$ cat src/rtl/sio_irq_pkg.sv
package sio_irq_pkg;

    // flag vector layout
    localparam int NFLAG     = 6;
    localparam int FLAG_TXE  = 0;
    localparam int FLAG_TEND = 1;
    localparam int FLAG_RXF  = 2;
    localparam int FLAG_OVR  = 3;
    localparam int FLAG_PAR  = 4;
    localparam int FLAG_FRM  = 5;

    // request lines, index order is also priority order (0 = highest)
    localparam int NSRC     = 4;
    localparam int SRC_ERR  = 0;
    localparam int SRC_RXF  = 1;
    localparam int SRC_TXE  = 2;
    localparam int SRC_TEND = 3;
    localparam int SRC_W    = $clog2(NSRC);

    // idle flag state: transmitter empty and finished
    localparam logic [NFLAG-1:0] FLAG_RST =
        (NFLAG'(1) << FLAG_TXE) | (NFLAG'(1) << FLAG_TEND);

    typedef logic [NFLAG-1:0] flag_vec_t;
    typedef logic [NSRC-1:0]  src_vec_t;

endpackage

$ cat src/rtl/sio_flag_bank.sv
module sio_flag_bank #(
    parameter int              NF      = 6,
    parameter logic [NF-1:0]   RST_VAL = '0
) (
    input  logic          clk,
    input  logic          rst_n,
    input  logic [NF-1:0] set_i,
    input  logic          wr_en_i,
    input  logic [NF-1:0] wr_data_i,
    input  logic [NF-1:0] ack_i,
    output logic [NF-1:0] flags_o
);

    typedef struct packed {
        logic          alive;
        logic [NF-1:0] flags;
    } bank_st_t;

    bank_st_t st_d, st_q;
    logic [NF-1:0] keep_d;

    always_comb begin
        st_d       = st_q;
        keep_d     = wr_en_i ? wr_data_i : '1;
        // set strobe wins over any clear source
        st_d.flags = set_i | (st_q.flags & keep_d & ~ack_i);
        st_d.alive = 1'b1;
    end

    always_ff @(posedge clk or negedge rst_n) begin
        if (!rst_n) begin
            st_q.alive <= 1'b0;
            st_q.flags <= RST_VAL;
        end else begin
            st_q <= st_d;
        end
    end

    assign flags_o = st_q.flags;

    AST_SET_WINS: assert property (@(posedge clk) disable iff (!rst_n)
        st_q.alive |=> ((st_q.flags & $past(set_i)) == $past(set_i)));

    AST_ACK_CLEARS: assert property (@(posedge clk) disable iff (!rst_n)
        st_q.alive |=> ((st_q.flags & $past(ack_i & ~set_i)) == '0));

endmodule

$ cat src/rtl/sio_req_gen.sv
module sio_req_gen
    import sio_irq_pkg::*;
#(
    parameter bit DMA_EN = 1'b1
) (
    input  flag_vec_t flags_i,
    input  src_vec_t  en_i,
    input  logic      dma_tx_ack_i,
    input  logic      dma_rx_ack_i,
    output src_vec_t  irq_o,
    output logic      dma_tx_req_o,
    output logic      dma_rx_req_o,
    output flag_vec_t ack_o
);

    logic err_any;

    always_comb begin
        err_any         = flags_i[FLAG_OVR] | flags_i[FLAG_PAR] | flags_i[FLAG_FRM];
        irq_o           = '0;
        irq_o[SRC_ERR]  = en_i[SRC_ERR]  & err_any;
        irq_o[SRC_RXF]  = en_i[SRC_RXF]  & flags_i[FLAG_RXF];
        irq_o[SRC_TXE]  = en_i[SRC_TXE]  & flags_i[FLAG_TXE];
        irq_o[SRC_TEND] = en_i[SRC_TEND] & flags_i[FLAG_TEND];
    end

    generate
        if (DMA_EN) begin : g_dma
            assign dma_tx_req_o = irq_o[SRC_TXE];
            assign dma_rx_req_o = irq_o[SRC_RXF];
            assign ack_o = (NFLAG'(dma_tx_ack_i) << FLAG_TXE)
                         | (NFLAG'(dma_rx_ack_i) << FLAG_RXF);
        end else begin : g_nodma
            // acknowledges are gated off; fold them into a zero term
            assign dma_tx_req_o = 1'b0;
            assign dma_rx_req_o = 1'b0;
            assign ack_o = NFLAG'(dma_tx_ack_i & dma_rx_ack_i & 1'b0);
        end
    endgenerate

endmodule

$ cat src/rtl/sio_prio_enc.sv
module sio_prio_enc #(
    parameter int N  = 4,
    localparam int IW = (N > 1) ? $clog2(N) : 1
) (
    input  logic [N-1:0]  req_i,
    output logic [IW-1:0] idx_o,
    output logic          vld_o
);

    always_comb begin
        idx_o = '0;
        vld_o = 1'b0;
        // scan downward so the lowest index is the last one kept
        for (int i = N - 1; i >= 0; i--) begin
            if (req_i[i]) begin
                idx_o = IW'(i);
                vld_o = 1'b1;
            end
        end
    end

endmodule

$ cat src/rtl/sio_irq_ctrl.sv
module sio_irq_ctrl
    import sio_irq_pkg::*;
#(
    parameter bit DMA_EN = 1'b1
) (
    input  logic             clk,
    input  logic             rst_n,
    input  logic [NFLAG-1:0] core_set_i,
    input  logic             wr_en_i,
    input  logic [NFLAG-1:0] wr_data_i,
    input  logic [NSRC-1:0]  en_i,
    input  logic             dma_tx_ack_i,
    input  logic             dma_rx_ack_i,
    output logic [NFLAG-1:0] flags_o,
    output logic [NSRC-1:0]  irq_o,
    output logic             dma_tx_req_o,
    output logic             dma_rx_req_o,
    output logic [SRC_W-1:0] top_idx_o,
    output logic             top_vld_o
);

    flag_vec_t ack_vec;
    flag_vec_t flags_w;
    src_vec_t  irq_w;

    sio_flag_bank #(
        .NF      (NFLAG),
        .RST_VAL (FLAG_RST)
    ) u_bank (
        .clk       (clk),
        .rst_n     (rst_n),
        .set_i     (core_set_i),
        .wr_en_i   (wr_en_i),
        .wr_data_i (wr_data_i),
        .ack_i     (ack_vec),
        .flags_o   (flags_w)
    );

    sio_req_gen #(
        .DMA_EN (DMA_EN)
    ) u_req (
        .flags_i      (flags_w),
        .en_i         (en_i),
        .dma_tx_ack_i (dma_tx_ack_i),
        .dma_rx_ack_i (dma_rx_ack_i),
        .irq_o        (irq_w),
        .dma_tx_req_o (dma_tx_req_o),
        .dma_rx_req_o (dma_rx_req_o),
        .ack_o        (ack_vec)
    );

    sio_prio_enc #(
        .N (NSRC)
    ) u_prio (
        .req_i (irq_w),
        .idx_o (top_idx_o),
        .vld_o (top_vld_o)
    );

    assign flags_o = flags_w;
    assign irq_o   = irq_w;

    logic [NSRC-1:0] higher_mask;
    assign higher_mask = (NSRC'(1) << top_idx_o) - NSRC'(1);

    AST_PRIO_PICK: assert property (@(posedge clk) disable iff (!rst_n)
        top_vld_o |-> (irq_w[top_idx_o] && ((irq_w & higher_mask) == '0)));

    AST_TEND_NEEDS_FLAG: assert property (@(posedge clk) disable iff (!rst_n)
        irq_w[SRC_TEND] |-> flags_w[FLAG_TEND]);

    AST_ERR_NEEDS_FLAG: assert property (@(posedge clk) disable iff (!rst_n)
        irq_w[SRC_ERR] |-> (flags_w[FLAG_OVR] || flags_w[FLAG_PAR] || flags_w[FLAG_FRM]));

    AST_DMA_FOLLOWS_IRQ: assert property (@(posedge clk) disable iff (!rst_n)
        (dma_tx_req_o |-> irq_w[SRC_TXE]) and (dma_rx_req_o |-> irq_w[SRC_RXF]));

endmodule

$ cat config.mk
export PLATFORM = sky130hd
export DESIGN_NAME = sio_irq_ctrl
export DESIGN_NICKNAME = d
export VERILOG_FILES = /design/src/rtl/sio_irq_pkg.sv /design/src/rtl/sio_flag_bank.sv /design/src/rtl/sio_req_gen.sv /design/src/rtl/sio_prio_enc.sv /design/src/rtl/sio_irq_ctrl.sv
export SDC_FILE = /design/constraint.sdc
export NUM_CORES = 1
export LEC_CHECK = 0
export BUFFER_PORTS_ARGS = -buffer_cell sky130_fd_sc_hd__clkbuf_2
export CAP_MARGIN = 20
export CELL_PAD_IN_SITES_DETAIL_PLACEMENT = 0
export CELL_PAD_IN_SITES_GLOBAL_PLACEMENT = 2
export CORE_MARGIN = 4
export CORE_UTILIZATION = 16
export DETAILED_ROUTE_END_ITERATION = 7
export PLACE_DENSITY_LB_ADDON = 0.1
export SLEW_MARGIN = 20
export SYNTH_ARGS = -nofsm -noshare
export SYNTH_HDL_FRONTEND = slang
export SYNTH_SLANG_ARGS = --single-unit
$ cat constraint.sdc
create_clock -name clk -period 2.5 [get_ports clk]
set_input_delay 0 -clock clk [delete_from_list [all_inputs] [get_ports clk]]
set_output_delay 0 -clock clk [all_outputs]
set_load 0.05 [all_outputs]
### After elaboration in Yosys (flattened, before gate mapping)

Index checks and enable logic that the tools add are counted.
W data, S select, Z words.

* flip-flop bits (word level): 6
* output and inout port bits: 15
* ROM bits: 0
* bits of input ports: 21
* bits in latches: 0
* memories kept: 0
* bits in writable memories: 0
* logic and storage cells: 21

* shift operators: 0
* eq/ne operators: 0
* multiply operators: 0
* mux-type cells: 9
* div/mod/pow operators: 0
* $add $sub $neg: 0
* order comparisons: 0
* bitwise operators: 11
* reduce and logical (&&, ||, !) cells: 0

Operators with widths (number)
* $and A6 B6 Y6: 2
* $mux W2: 4
* $mux W6: 1
* $not A6 Y6: 1
* $or A6 B6 Y6: 1
* $and A1 B1 Y1: 4
* $mux W1: 4
* $or A1 B3 Y3: 1
* $or A1 B1 Y1: 2

### Longest topological paths before layout

Gate-level depths: netlist (run 1).

* depth after elaboration: 5
* mapped depth: 4
* gate-level depth less buffers: 4

### Hierarchy

Synthesis (run 1) repeated with hierarchy kept, for this count alone.

* cell total of the unflattened synthesis: 44
* area total of the unflattened synthesis: 391.6 sq um

By module, submodules not included
* sio_flag_bank: area each 265.3 sq um, sequential area each 152.6 sq um, cells an instance 24, times used 1
* sio_req_gen: area each 91.3 sq um, sequential area each 0.0 sq um, cells an instance 13, times used 1
* sio_prio_enc: area each 35.0 sq um, sequential area each 0.0 sq um, cells an instance 7, times used 1

### Least setup slack after synthesis (run 1)

OpenSTA, ideal clock, no wires.

* path type: reg-to-output
* from: register u_bank.st_q, in the netlist u_bank.flags_o[1]
* to: output port top_idx_o[0]
* data required time: 2.500 ns
* slack: 0.517 ns
* cell stages (with the launch flop): 4
* path buffers: 0
* arrival time: 1.983 ns
* cells stage by stage: dfstp_2 and2_1 a21oi_1 nor2_1

* longest elaborated chain between the ends: 5

Ends and longest elaborated chain
* start: declaration: RTL line sio_flag_bank.sv:19 `bank_st_t st_d, st_q;`
* start signal: assignment: RTL line sio_flag_bank.sv:35 `st_q <= st_d;`
* $and A1 B1 Y1: RTL line sio_req_gen.sv:24 `irq_o[SRC_TEND] = en_i[SRC_TEND] & flags_i[FLAG_TEND];`
* net irq_o[3]: RTL line sio_irq_ctrl.sv:15 `output logic [NSRC-1:0] irq_o,`
* $mux W2 (4 in a row): RTL line sio_prio_enc.sv:15 `if (req_i[i]) begin`
* end: declaration: RTL line sio_irq_ctrl.sv:18 `output logic [SRC_W-1:0] top_idx_o,`

The timed path passes the listed nets, and every way through them passes these cells.

### Worst setup path after layout (run 1)

* from: register u_bank.st_q, in the netlist u_bank.flags_o[4]
* to: output port top_idx_o[1]

* longest elaborated chain between the ends: 4

Ends and longest elaborated chain
* $or A1 B1 Y1 (2 in a row): RTL line sio_req_gen.sv:19 `err_any = flags_i[FLAG_OVR] | flags_i[FLAG_PAR] | flags_i[FLAG_FRM];`
* $and A1 B1 Y1: RTL line sio_req_gen.sv:21 `irq_o[SRC_ERR] = en_i[SRC_ERR] & err_any;`
* $mux W2: RTL line sio_prio_enc.sv:15

No other way between the ends.

==> results.md, run 1 <==
* Largest area contributor in the netlist: dfrtp_1
* Die ar. at ~0.0028 mm^2
* Worst Slack Setup Final at approximately 1100 ps
* YS warnings at 0
* Starting DRT DRC Count at 1
* Dpl cells at 91
* RR Endpoint: u_bank.flags_o[0]$_DFF_PN1_
* Family with the most delay on the worst path: flip-flops
* CP max FO at 4
* # Post-CTS Setup Buffers at 0
* CP required at 2500 ps
* FILL cells at between 200 and 250
* CTS sink cnt at 6
* Pre-CTS WS at roughly 1300 ps
* Crit-path cells: o31a_1 -> nor3_2 -> clkbuf_2
* Worst VDD drop at between 0.0002 and 0.00025 V
* Mapped Avg Cell Area at between 9 and 10 um^2
* Synth top area cells: dfrtp_1, dfstp_2, nand2b_1, a21o_1, a31o_2
* Setup tns final at 0 ps
* Number of synthesized flops with an enable pin at 0
* Ant. Diodes at 0
* Global-route wire length before repair at 1.75 mm
* Layout area overhead at 88.7%
* CTS root buffer: clkbuf_4
* Slowest stage delay, CP at approximately 380 ps
* Rel. slew slack at between 80% and 90%
* Design Area, Final at roughly 600 um^2
* Die X at about 53 um
* Least-Margin Pin Slew at 286 ps
* Seq cells post-synth at 6
* Port Buf Inserts at 35
* Fmax at ~0.7 GHz
* Final worst path period share at approximately 57%
* Clk_lat worst skew at ~240 ps
* Area post-placement at a little over 500 um^2
* Skew final at 0 ps
* Area share of the largest cell type after synthesis at a little under a third
* Pre-antenna DRT Iters at 2
* Setup crit end: top_idx_o[1]
* Slowest CP cell: dfrtp_1
* Initial Util at approximately 18%
* H-tree depth at 1
* DRT antenna net count at 0
* Pwr Density at between 500 and 600 mW/mm^2
* Cells after synthesis at 33
* Fin crit period at around 1400 ps
* Drt total wl at 1.09 mm
* Placed wire-length estimate at slightly above 900 um
* Die Height at around 53 um
* Buffers & Inverters on Critical Path at 1
* Final Non-Filler Cells at 101
* Post-synth top cells: nand2b_1, dfrtp_1, a21o_1, inv_1, nor2_1
* Pleak at roughly 0.32 nW
* Max Buffers Root-to-Sink at 2
* Post-synth cell types at 14
* Critical setup path kind: register to output port
* Final setup fails at 0
* Wire per inst at roughly 11 um
* GPL Wtd Cong at 0.706
* Initial antenna violation count at 0
* Run status: complete, no violations
* RSZ-0062 raised after global routing: no
* Startpoint Class: register
* Ys flop type: dfrtp_1
* Cell Area, Synth at between 300 and 400 um^2
* Top-count cell post-synth: nand2b_1
* HP Class: input port to register
* Max reg flops at 6
* Sequential share of the synthesized area at a little under half
* Fin. max-slew vios at 0
* Critical Path Start: u_bank.flags_o[4]$_DFF_PN0_
* Arr. time, crit path at between 1000 and 1500 ps
* Largest net degree at the start of global routing at 7
* DRC at 0
* Via Count at approximately 380
* Number of global-route vias before repair at between 400 and 500
* Via density at about 3.8
* Critical path capture point type: output port
* Hold Startpoint: dma_rx_ack_i
* CTS tree: built
* Clock Pin Slew Worst Setup and Hold Paths at roughly 40 ps
* Critical path depth in cells at 3
* Core area at ~0.0018 mm^2
* R2r setup slk at roughly 1800 ps
* Row cnt at 15
* Ys async rst share at 100%
* Reg2Reg Launch Point: u_bank.flags_o[0]$_DFF_PN1_
* Worst Reg2Reg Path Length in Cells at 1
* Fin nets at 99
* Max cap viols at 0
* Ports at 36
* GRT Total Usage at between 8 and 9%
* Hold Fails Final Rpt at 0
* CTS Buf Count at 3
* Share of layout cells above drive strength 1 at between 50% and 60%
* Mapped Nets at 54
* Grt total ovfl at 0
[per-layer routing]
layer | vias to the layer above | GRT usage (%) | part of all wire [%]
met3 | 0 | 5.41 | 8.5
met4 | 0 | 1.28 | 0
met1 | 167 | 9.69 | 40
met2 | 17 | 14.5 | 52
met5 | - | 0 | 0
li1 | 195 | - | -
[worst min-delay path by stage]
stage / cells after the start / end
after detailed placement: 1 / u_bank.flags_o[5]$_DFF_PN0_
final: 3 / u_bank.flags_o[2]$_DFF_PN0_
after floorplan: 0 / u_bank.flags_o[2]$_DFF_PN0_
after global placement: 1 / u_bank.flags_o[5]$_DFF_PN0_
after CTS: 3 / u_bank.flags_o[2]$_DFF_PN0_
after global routing: 3 / u_bank.flags_o[2]$_DFF_PN0_
[layout make-up]
cell class / instances / area [um^2] / area share (%)
Clock buffer: 3 / 22.5 / 3.73
Sequential cell: 6 / 153 / 25.3
Tap cell: 25 / 31.3 / 5.18
Timing Repair Buffer: 42 / 245 / 40.6
Multi-Input combinational cell: 22 / 141 / 23.4
Inverter: 3 / 11.3 / 1.86
[report_power, final]
group          total [mW]  switching (mW)  internal, mW
logic               0.126          0.0853        0.0403
registers           0.111         0.00545         0.106
clock network      0.0869          0.0327        0.0542
[logic make-up (layout without fill, tap and decap cells)]
logic type / count (synthesis) / count (layout) / synth area share (%)
AO/OA/AOI/OAI: 8 / 8 / 19.5
buffers and inverters: 5 / 48 / 8.20
AND/OR/NAND/NOR: 14 / 14 / 24.6
flip-flops: 6 / 6 / 47.7
[through the flow]
stage / hold slack, ps / utilization (%) / power [mW]
6_report: 44.8 / 33.5 / 0.324
5_1_grt: 63.3 / 33.5 / 0.347
4_1_cts: 35.8 / 33.5 / 0.332
3_5_place_dp: -162 / 28.4 / 0.231
3_3_place_gp: -164 / 28.4 / 0.232
2_1_floorplan: -296 / - / 0.196
[layout by cell type, fill, tap and decap left out]
cell type / n
clkbuf_4: 3
o31a_1: 1
inv_1: 3
and2_1: 2
nand2b_1: 6
a31o_2: 2
nor2_1: 3
clkbuf_2: 35
a21o_2: 1
nor3_2: 1
dfstp_2: 2
a21o_1: 3
dlygate4sd3_1: 7
a21oi_1: 1
nand2_1: 2
dfrtp_1: 4
[timing repair]
item	CTS	global route
resized for setup	0	0
hold endpoints to repair	12	0
hold buffers	7	0
Power figures use the tool's default switching activity.
==> run 2, diff against run 1 <==
--- a/config.mk
+++ b/config.mk
@@ -10,7 +10,7 @@
 export CELL_PAD_IN_SITES_DETAIL_PLACEMENT = 0
 export CELL_PAD_IN_SITES_GLOBAL_PLACEMENT = 2
 export CORE_MARGIN = 4
-export CORE_UTILIZATION = 16
+export CORE_UTILIZATION = 15
 export DETAILED_ROUTE_END_ITERATION = 7
 export PLACE_DENSITY_LB_ADDON = 0.1
 export SLEW_MARGIN = 20
==> constraint.sdc (replaced) <==
create_clock -name clk -period 1.4 [get_ports clk]
set_input_delay 0 -clock clk [delete_from_list [all_inputs] [get_ports clk]]
set_output_delay 0 -clock clk [all_outputs]
set_load 0.05 [all_outputs]
==> run 2 against run 1 <==
Clock power grew 98%. Flip-flop and latch count is the same. Setup slack got worse by 1000 ps. Routed wire length decreased by 7.1%. Count of clock-buffer cells in the layout is 1 higher. Die area is 5.7% higher. Cell area increased by 14%. Sequential power grew 80%. Sequential share of layout area is 3.0 points lower. Critical path depth increased by 1.
==> results.md, run 2 (synthesis gave the netlist of run 1 again) <==
* CP required at 1400 ps (-1100 ps)
* Starting DRT DRC Count at 0 (-1)
* Row cnt at 16 (+1)
* Hold Fails Final Rpt at 0 (unchanged)
* Critical path capture point type: output port
* Least-Margin Pin Slew at 279 ps (-6.86 ps)
* Initial Util at 16.0% (-1.8 points)
* Number of global-route vias before repair at 364 (-12%)
* Max reg flops at 6 (unchanged)
* Fin crit period at approximately 1400 ps
* P_int at 392 uW (+95%)
* Clock Pin Slew Worst Setup and Hold Paths at 50 ps (about the same)
* Skew final at 0 ps (unchanged)
* Max Buffers Root-to-Sink at 2 (unchanged)
* Grt total ovfl at 0 (unchanged)
* RR Endpoint: u_bank.flags_o[5]$_DFF_PN0_
* Final Non-Filler Cells at 105 (+4.0%)
* HP Class: input port to register
* Fmax at 0.739 GHz
* Pwr Density at 917 mW/mm^2 (+71%)
* Met1 Use GR at 7.95% (-1.7 points)
* R2r setup slk at 630 ps (-1120 ps)
* Arr. time, crit path at 1350 ps (-80 ps)
* Die X at 54.2 um (+2.8%)
* H-tree depth at 1 (unchanged)
* Critical Path Start: u_bank.flags_o[5]$_DFF_PN0_
* Initial antenna violation count at 0 (unchanged)
* Port Buf Inserts at 35 (unchanged)
* CTS tree: built
* Hold Startpoint: dma_rx_ack_i
* Die ar. at 0.00294 mm^2 (+5.7%)
* DRT antenna net count at 0 (unchanged)
* Via Count at 388 (+2.4%)
* Fin nets at 100 (+1.0%)
* Startpoint Class: register
* Rel. slew slack at 81.5% (+0.46 points)
* Run status: complete, no violations
* Grt met3 use at 5.72% (+0.31 points)
* Ant. Diodes at 0 (unchanged)
* Most common cell after layout, fill and taps aside: clkbuf_2
* Busiest layer in global routing: met2
* Design Area, Final at 687 um^2 (+14%)
* Die Height at 54.2 um (+2.8%)
* Share of layout cells above drive strength 1 at 66.7% (+8.8 points)
* Sw power at 238 uW (+93%)
* CTS Buf Count at 3 (unchanged)
* Max cap viols at 0 (unchanged)
* Reg2Reg Launch Point: u_bank.flags_o[5]$_DFF_PN0_
* Via density at 3.70 (-1.5%)
* Pre-antenna DRT Iters at 1 (-1)
* Global-route wire length before repair at 1.46 mm (-17%)
* Worst Hold End: u_bank.flags_o[2]$_DFF_PN0_
* Final worst path period share at ~97%
* Worst hold path depth at 3 (unchanged)
* Final Power at 630 uW (+95%)
* Ports at 36 (unchanged)
* Final setup fails at 0 (unchanged)
* Flop pwr share at 31.7% (-2.7 points)
* GRT Total Usage at 7.26% (-1.5 points)
* Routing usage on met2 at 11.8% (-2.7 points)
* Drt total wl at 1.01 mm (-7.1%)
* Comb power frac at 41.0% (+2.2 points)
* FILL cells at 224 (+11%)
* Pleak at 0.354 nW (+9.4%)
* Net Sw Frac at 37.8% (-0.29 points)
* CTS sink cnt at 6 (unchanged)
* Clock Power Share at 27.3% (+0.5 points)
* RSZ-0062 raised after global routing: yes
* Largest net degree at the start of global routing at 7 (unchanged)
* Worst Reg2Reg Path Length in Cells at 2 (+1)
* CTS root buffer: clkbuf_4
* Worst VDD drop at 0.000472 V (+120%)
* Dpl cells at 93 (+2.2%)
* Most frequent cells in the layout: clkbuf_2, dlygate4sd3_1, nand2b_1
* Critical setup path kind: register to output port
* Layout area overhead at 114%
* GPL Wtd Cong at 0.588 (-17%)
* Area post-placement at 556 um^2 (+8.6%)
* CP max FO at 4 (unchanged)
* Fin. max-slew vios at 0 (unchanged)
* Wire per inst at 9.63 um (-11%)
* Setup tns final at 0 ps (unchanged)
* DRC at 0 (unchanged)
* Core area at 0.00200 mm^2 (+11%)
* Clk_lat worst skew at 240 ps (about the same)
==> run 2: cell count changes in the layout (fill, tap and decap cells not counted), sizes merged <==
cell	previous run	this run
buf	0	4
clkinvlp	0	1
clkbuf	38	36
inv	3	2
==> run 2: routing by layer <==
layer  routed length, um  vias to the layer above
met5                   0                        -
met4                   0                        0
met3                 164                        0
met2                 463                       26
met1                 384                      164
li1                    -                      198
==> run 2: through the flow <==
stage	hold WS (ps)	setup WS (ps)	utilization, %
detailed placement	-158	193	27.8
global route	38.4	-22.6	34.3
CTS	29.8	20.8	33.9
floorplan	-296	-162	-
finish	40.9	47.3	34.3
global placement	-166	200	27.8
==> run 2: final cells by class <==
cell class | instances | area [um^2] | area share (%)
Clock buffer | 4 | 26.3 | 3.83
Inverter | 3 | 15.0 | 2.19
Multi-Input combinational cell | 22 | 184 | 26.8
Sequential cell | 6 | 153 | 22.2
Tap cell | 27 | 33.8 | 4.92
Timing Repair Buffer | 43 | 275 | 40.1
==> run 2: power groups by stage <==
stage | Sequential [mW] | Combinational (mW) | Clock (mW)
after global placement | 0.203 | 0.232 | 0
final | 0.200 | 0.258 | 0.172
after CTS | 0.200 | 0.258 | 0.185
after floorplan | 0.244 | 0.126 | 0
after global routing | 0.202 | 0.274 | 0.202
after detailed placement | 0.203 | 0.231 | 0
==> run 2: worst max-delay path by stage <==
stage | end | slack, ps | depth (start not counted)
6_report | top_vld_o | 50 | 4
5_1_grt | top_vld_o | -20 | 4
4_1_cts | top_vld_o | 20 | 4
3_5_place_dp | top_idx_o[1] | 190 | 3
3_3_place_gp | top_vld_o | 200 | 4
2_1_floorplan | top_idx_o[1] | -160 | 4
==> run 2: critical path, stage by stage, from the launching register on <==
cell and delay, ps:
dfrtp_1 380, o31a_4 390, nor2_1 90, nand2_1 80
buf_8 160
==> run 2: repair_timing <==
item	4_1_cts	5_1_grt
endpoints found under the hold margin	12	0
setup endpoints to repair	3	3
setup buffers	1	0
pin swaps	1	0
gates resized for setup	5	4
hold buffers	7	0
==> run 3, diff against run 2 <==
==> constraint.sdc (replaced) <==
create_clock -name clk -period 1.4 [get_ports clk]
set_input_delay 0.14 -clock clk [delete_from_list [all_inputs] [get_ports clk]]
set_output_delay 0.14 -clock clk [all_outputs]
set_load 0.05 [all_outputs]
==> run 3 against run 2 <==
Count of clock-buffer cells in the layout stayed put. Via count fell by 5.9%. The flow now finishes with violations (setup timing). Clock skew unchanged. Power down 1.3%. Largest power group unchanged. Setup slack got worse by 140 ps. Global-route usage shrank 0.45 points. Fmax decreased by 9.3%. Sequential share of layout area rose by 1.7 points. Non-clock buffer count fell by 6. Cell area down 7.3%.
==> results.md, run 3 (synthesis gave the netlist of run 1 again) <==
* Pleak at 0.332 nW (-6.2%)
* Pre-antenna DRT Iters at 1 (unchanged)
* Rel. slew slack at 81.5% (about the same)
* Starting DRT DRC Count at 0 (unchanged)
* GPL Wtd Cong at 0.588 (unchanged)
* Final Power at 622 uW (-1.3%)
* Slowest stage delay, CP at 390 ps (about the same)
* Ports at 36 (unchanged)
* Global-route wire length before repair at 1.35 mm (-7.1%)
* Grt total ovfl at 0 (unchanged)
* CTS root buffer: clkbuf_4
* CTS tree: built
* Family with the most delay on the worst path: compound AO/OA/AOI/OAI gates
* Slowest CP cell: o31a_4
* RR Endpoint: u_bank.flags_o[5]$_DFF_PN0_
* Most common cell after layout, fill and taps aside: clkbuf_2
* Crit-path cells: o31a_4 -> nor2_1 -> nand2_1 -> buf_8
* Worst VDD drop at 0.000472 V (about the same)
* CTS Buf Count at 3 (unchanged)
* Setup crit end: top_vld_o
* Wire per inst at 9.90 um (+2.8%)
* DRT antenna net count at 0 (unchanged)
* HP Class: input port to register
* Largest net degree at the start of global routing at 7 (unchanged)
* Critical path depth in cells at 4 (unchanged)
* CP required at 1260 ps (-140 ps)
* Worst Reg2Reg Path Length in Cells at 2 (unchanged)
* Die X at 54.2 um (unchanged)
* Buffers & Inverters on Critical Path at 1 (unchanged)
* Reg2Reg Launch Point: u_bank.flags_o[5]$_DFF_PN0_
* Core area at 0.00200 mm^2 (unchanged)
* GRT Total Usage at 6.81% (-0.45 points)
* Port Buf Inserts at 35 (unchanged)
* Number of global-route vias before repair at 320 (-12%)
* Critical path capture point type: output port
* Fin. max-slew vios at 0 (unchanged)
* Initial antenna violation count at 0 (unchanged)
* Max Buffers Root-to-Sink at 2 (unchanged)
* Design Area, Final at 637 um^2 (-7.3%)
* Initial Util at 16.0% (unchanged)
* H-tree depth at 1 (unchanged)
* Skew final at 0 ps (unchanged)
* DRC at 0 (unchanged)
* Area post-placement at 556 um^2 (unchanged)
* Clock Pin Slew Worst Setup and Hold Paths at 50 ps (about the same)
* Drt total wl at 980 um (-3.1%)
* Arr. time, crit path at 1350 ps (about the same)
* Fin nets at 94 (-6.0%)
* Max reg flops at 6 (unchanged)
* Critical setup path kind: register to output port
* Die ar. at 0.00294 mm^2 (unchanged)
* Share of layout cells above drive strength 1 at 72.2% (+5.6 points)
* Startpoint Class: register
* Max cap viols at 0 (unchanged)
* Critical Path Start: u_bank.flags_o[5]$_DFF_PN0_
* Failing checks: setup timing
* Clk_lat worst skew at 240 ps (about the same)
* Layout area overhead at 98.8%
* CP max FO at 4 (unchanged)
* Worst Slack Setup Final at -92.0 ps (-139 ps)
* Least-Margin Pin Slew at 279 ps (+0.0434 ps)
* R2r setup slk at 630 ps (about the same)
* CTS sink cnt at 6 (unchanged)
* Via density at 3.69 (-0.23%)
* Run status: complete, but fails checks
* Final setup fails at 3 (+3)
* Fmax at 0.670 GHz (-9.3%)
* Pwr Density at 977 mW/mm^2 (+6.5%)
* RSZ-0062 raised after global routing: yes
* Row cnt at 16 (unchanged)
* Most frequent cells in the layout: clkbuf_2, nand2b_1, clkbuf_4, dfrtp_1
* Fin crit period at 1490 ps (+139 ps)
* Hold_ws at 71.6 ps (+30.7 ps)
* Hold Fails Final Rpt at 0 (unchanged)
* Die Height at 54.2 um (unchanged)
* Ant. Diodes at 0 (unchanged)
* Final worst path period share at 107% (+9.9 points)
* Via Count at 365 (-5.9%)
==> run 3: cell count changes in the layout (fill, tap and decap cells not counted), sizes merged <==
cell	change
dlygate4sd3	-6
clkbuf	-3
buf	+3
==> run 3: per-stage QoR <==
| step | setup TNS (ps) | std cells | util (%) | worst slack [ps] |
|---|---|---|---|---|
| 2_1_floorplan | -691 | 33 | - | -302 |
| 3_3_place_gp | 0 | 93 | 27.8 | 60.4 |
| 3_5_place_dp | 0 | 93 | 27.8 | 53.4 |
| 4_1_cts | -304 | 99 | 31.6 | -119 |
| 5_1_grt | -415 | 99 | 31.8 | -162 |
| 6_report | -205 | 99 | 31.8 | -92.0 |
==> run 3: worst min path at each step <==
stage / from / endpoint / slack, ps / cells after the start
final: core_set_i[5] / u_bank.flags_o[5]$_DFF_PN0_ / 70 / 2
after global routing: core_set_i[5] / u_bank.flags_o[5]$_DFF_PN0_ / 60 / 2
after CTS: core_set_i[5] / u_bank.flags_o[5]$_DFF_PN0_ / 60 / 2
after detailed placement: rst_n / u_bank.flags_o[3]$_DFF_PN0_ / -20 / 1
after global placement: rst_n / u_bank.flags_o[3]$_DFF_PN0_ / -30 / 1
after floorplan: rst_n / u_bank.flags_o[2]$_DFF_PN0_ / -160 / 0
==> run 3: repair_timing <==
action                                  in CTS  in global routing
endpoints found under the setup margin       4                  7
endpoints found under the hold margin        6                  0
hold buffers                                 1                  0
buffers inserted                             1                  0
gates resized for setup                      8                  6
pin swaps                                    1                  1
==> run 3: area by class of cell <==
type	instances	area, um^2
clock buffer	4	26.3
sequential	6	153
fill	227	1370
tap	27	33.8
timing repair buffer	37	225
multi-input combinational	22	184
inverter	3	15.0
==> run 3: per-layer routing <==
layer | up-vias | share of wire (%) | global-route usage, %
li1 | 186 | - | -
met1 | 153 | 39 | 7.78
met2 | 26 | 44 | 10.4
met3 | 0 | 16 | 5.72
met4 | 0 | 0 | 0
met5 | - | 0 | 0
==> run 3: power by group <==
group	internal (mW)	switching, mW	leakage [nW]	total (mW)
clock network	0.108	0.0638	0.0150	0.172
logic	0.0884	0.162	0.255	0.250
registers	0.189	0.0108	0.0622	0.200
total	0.386	0.237	0.332	0.622
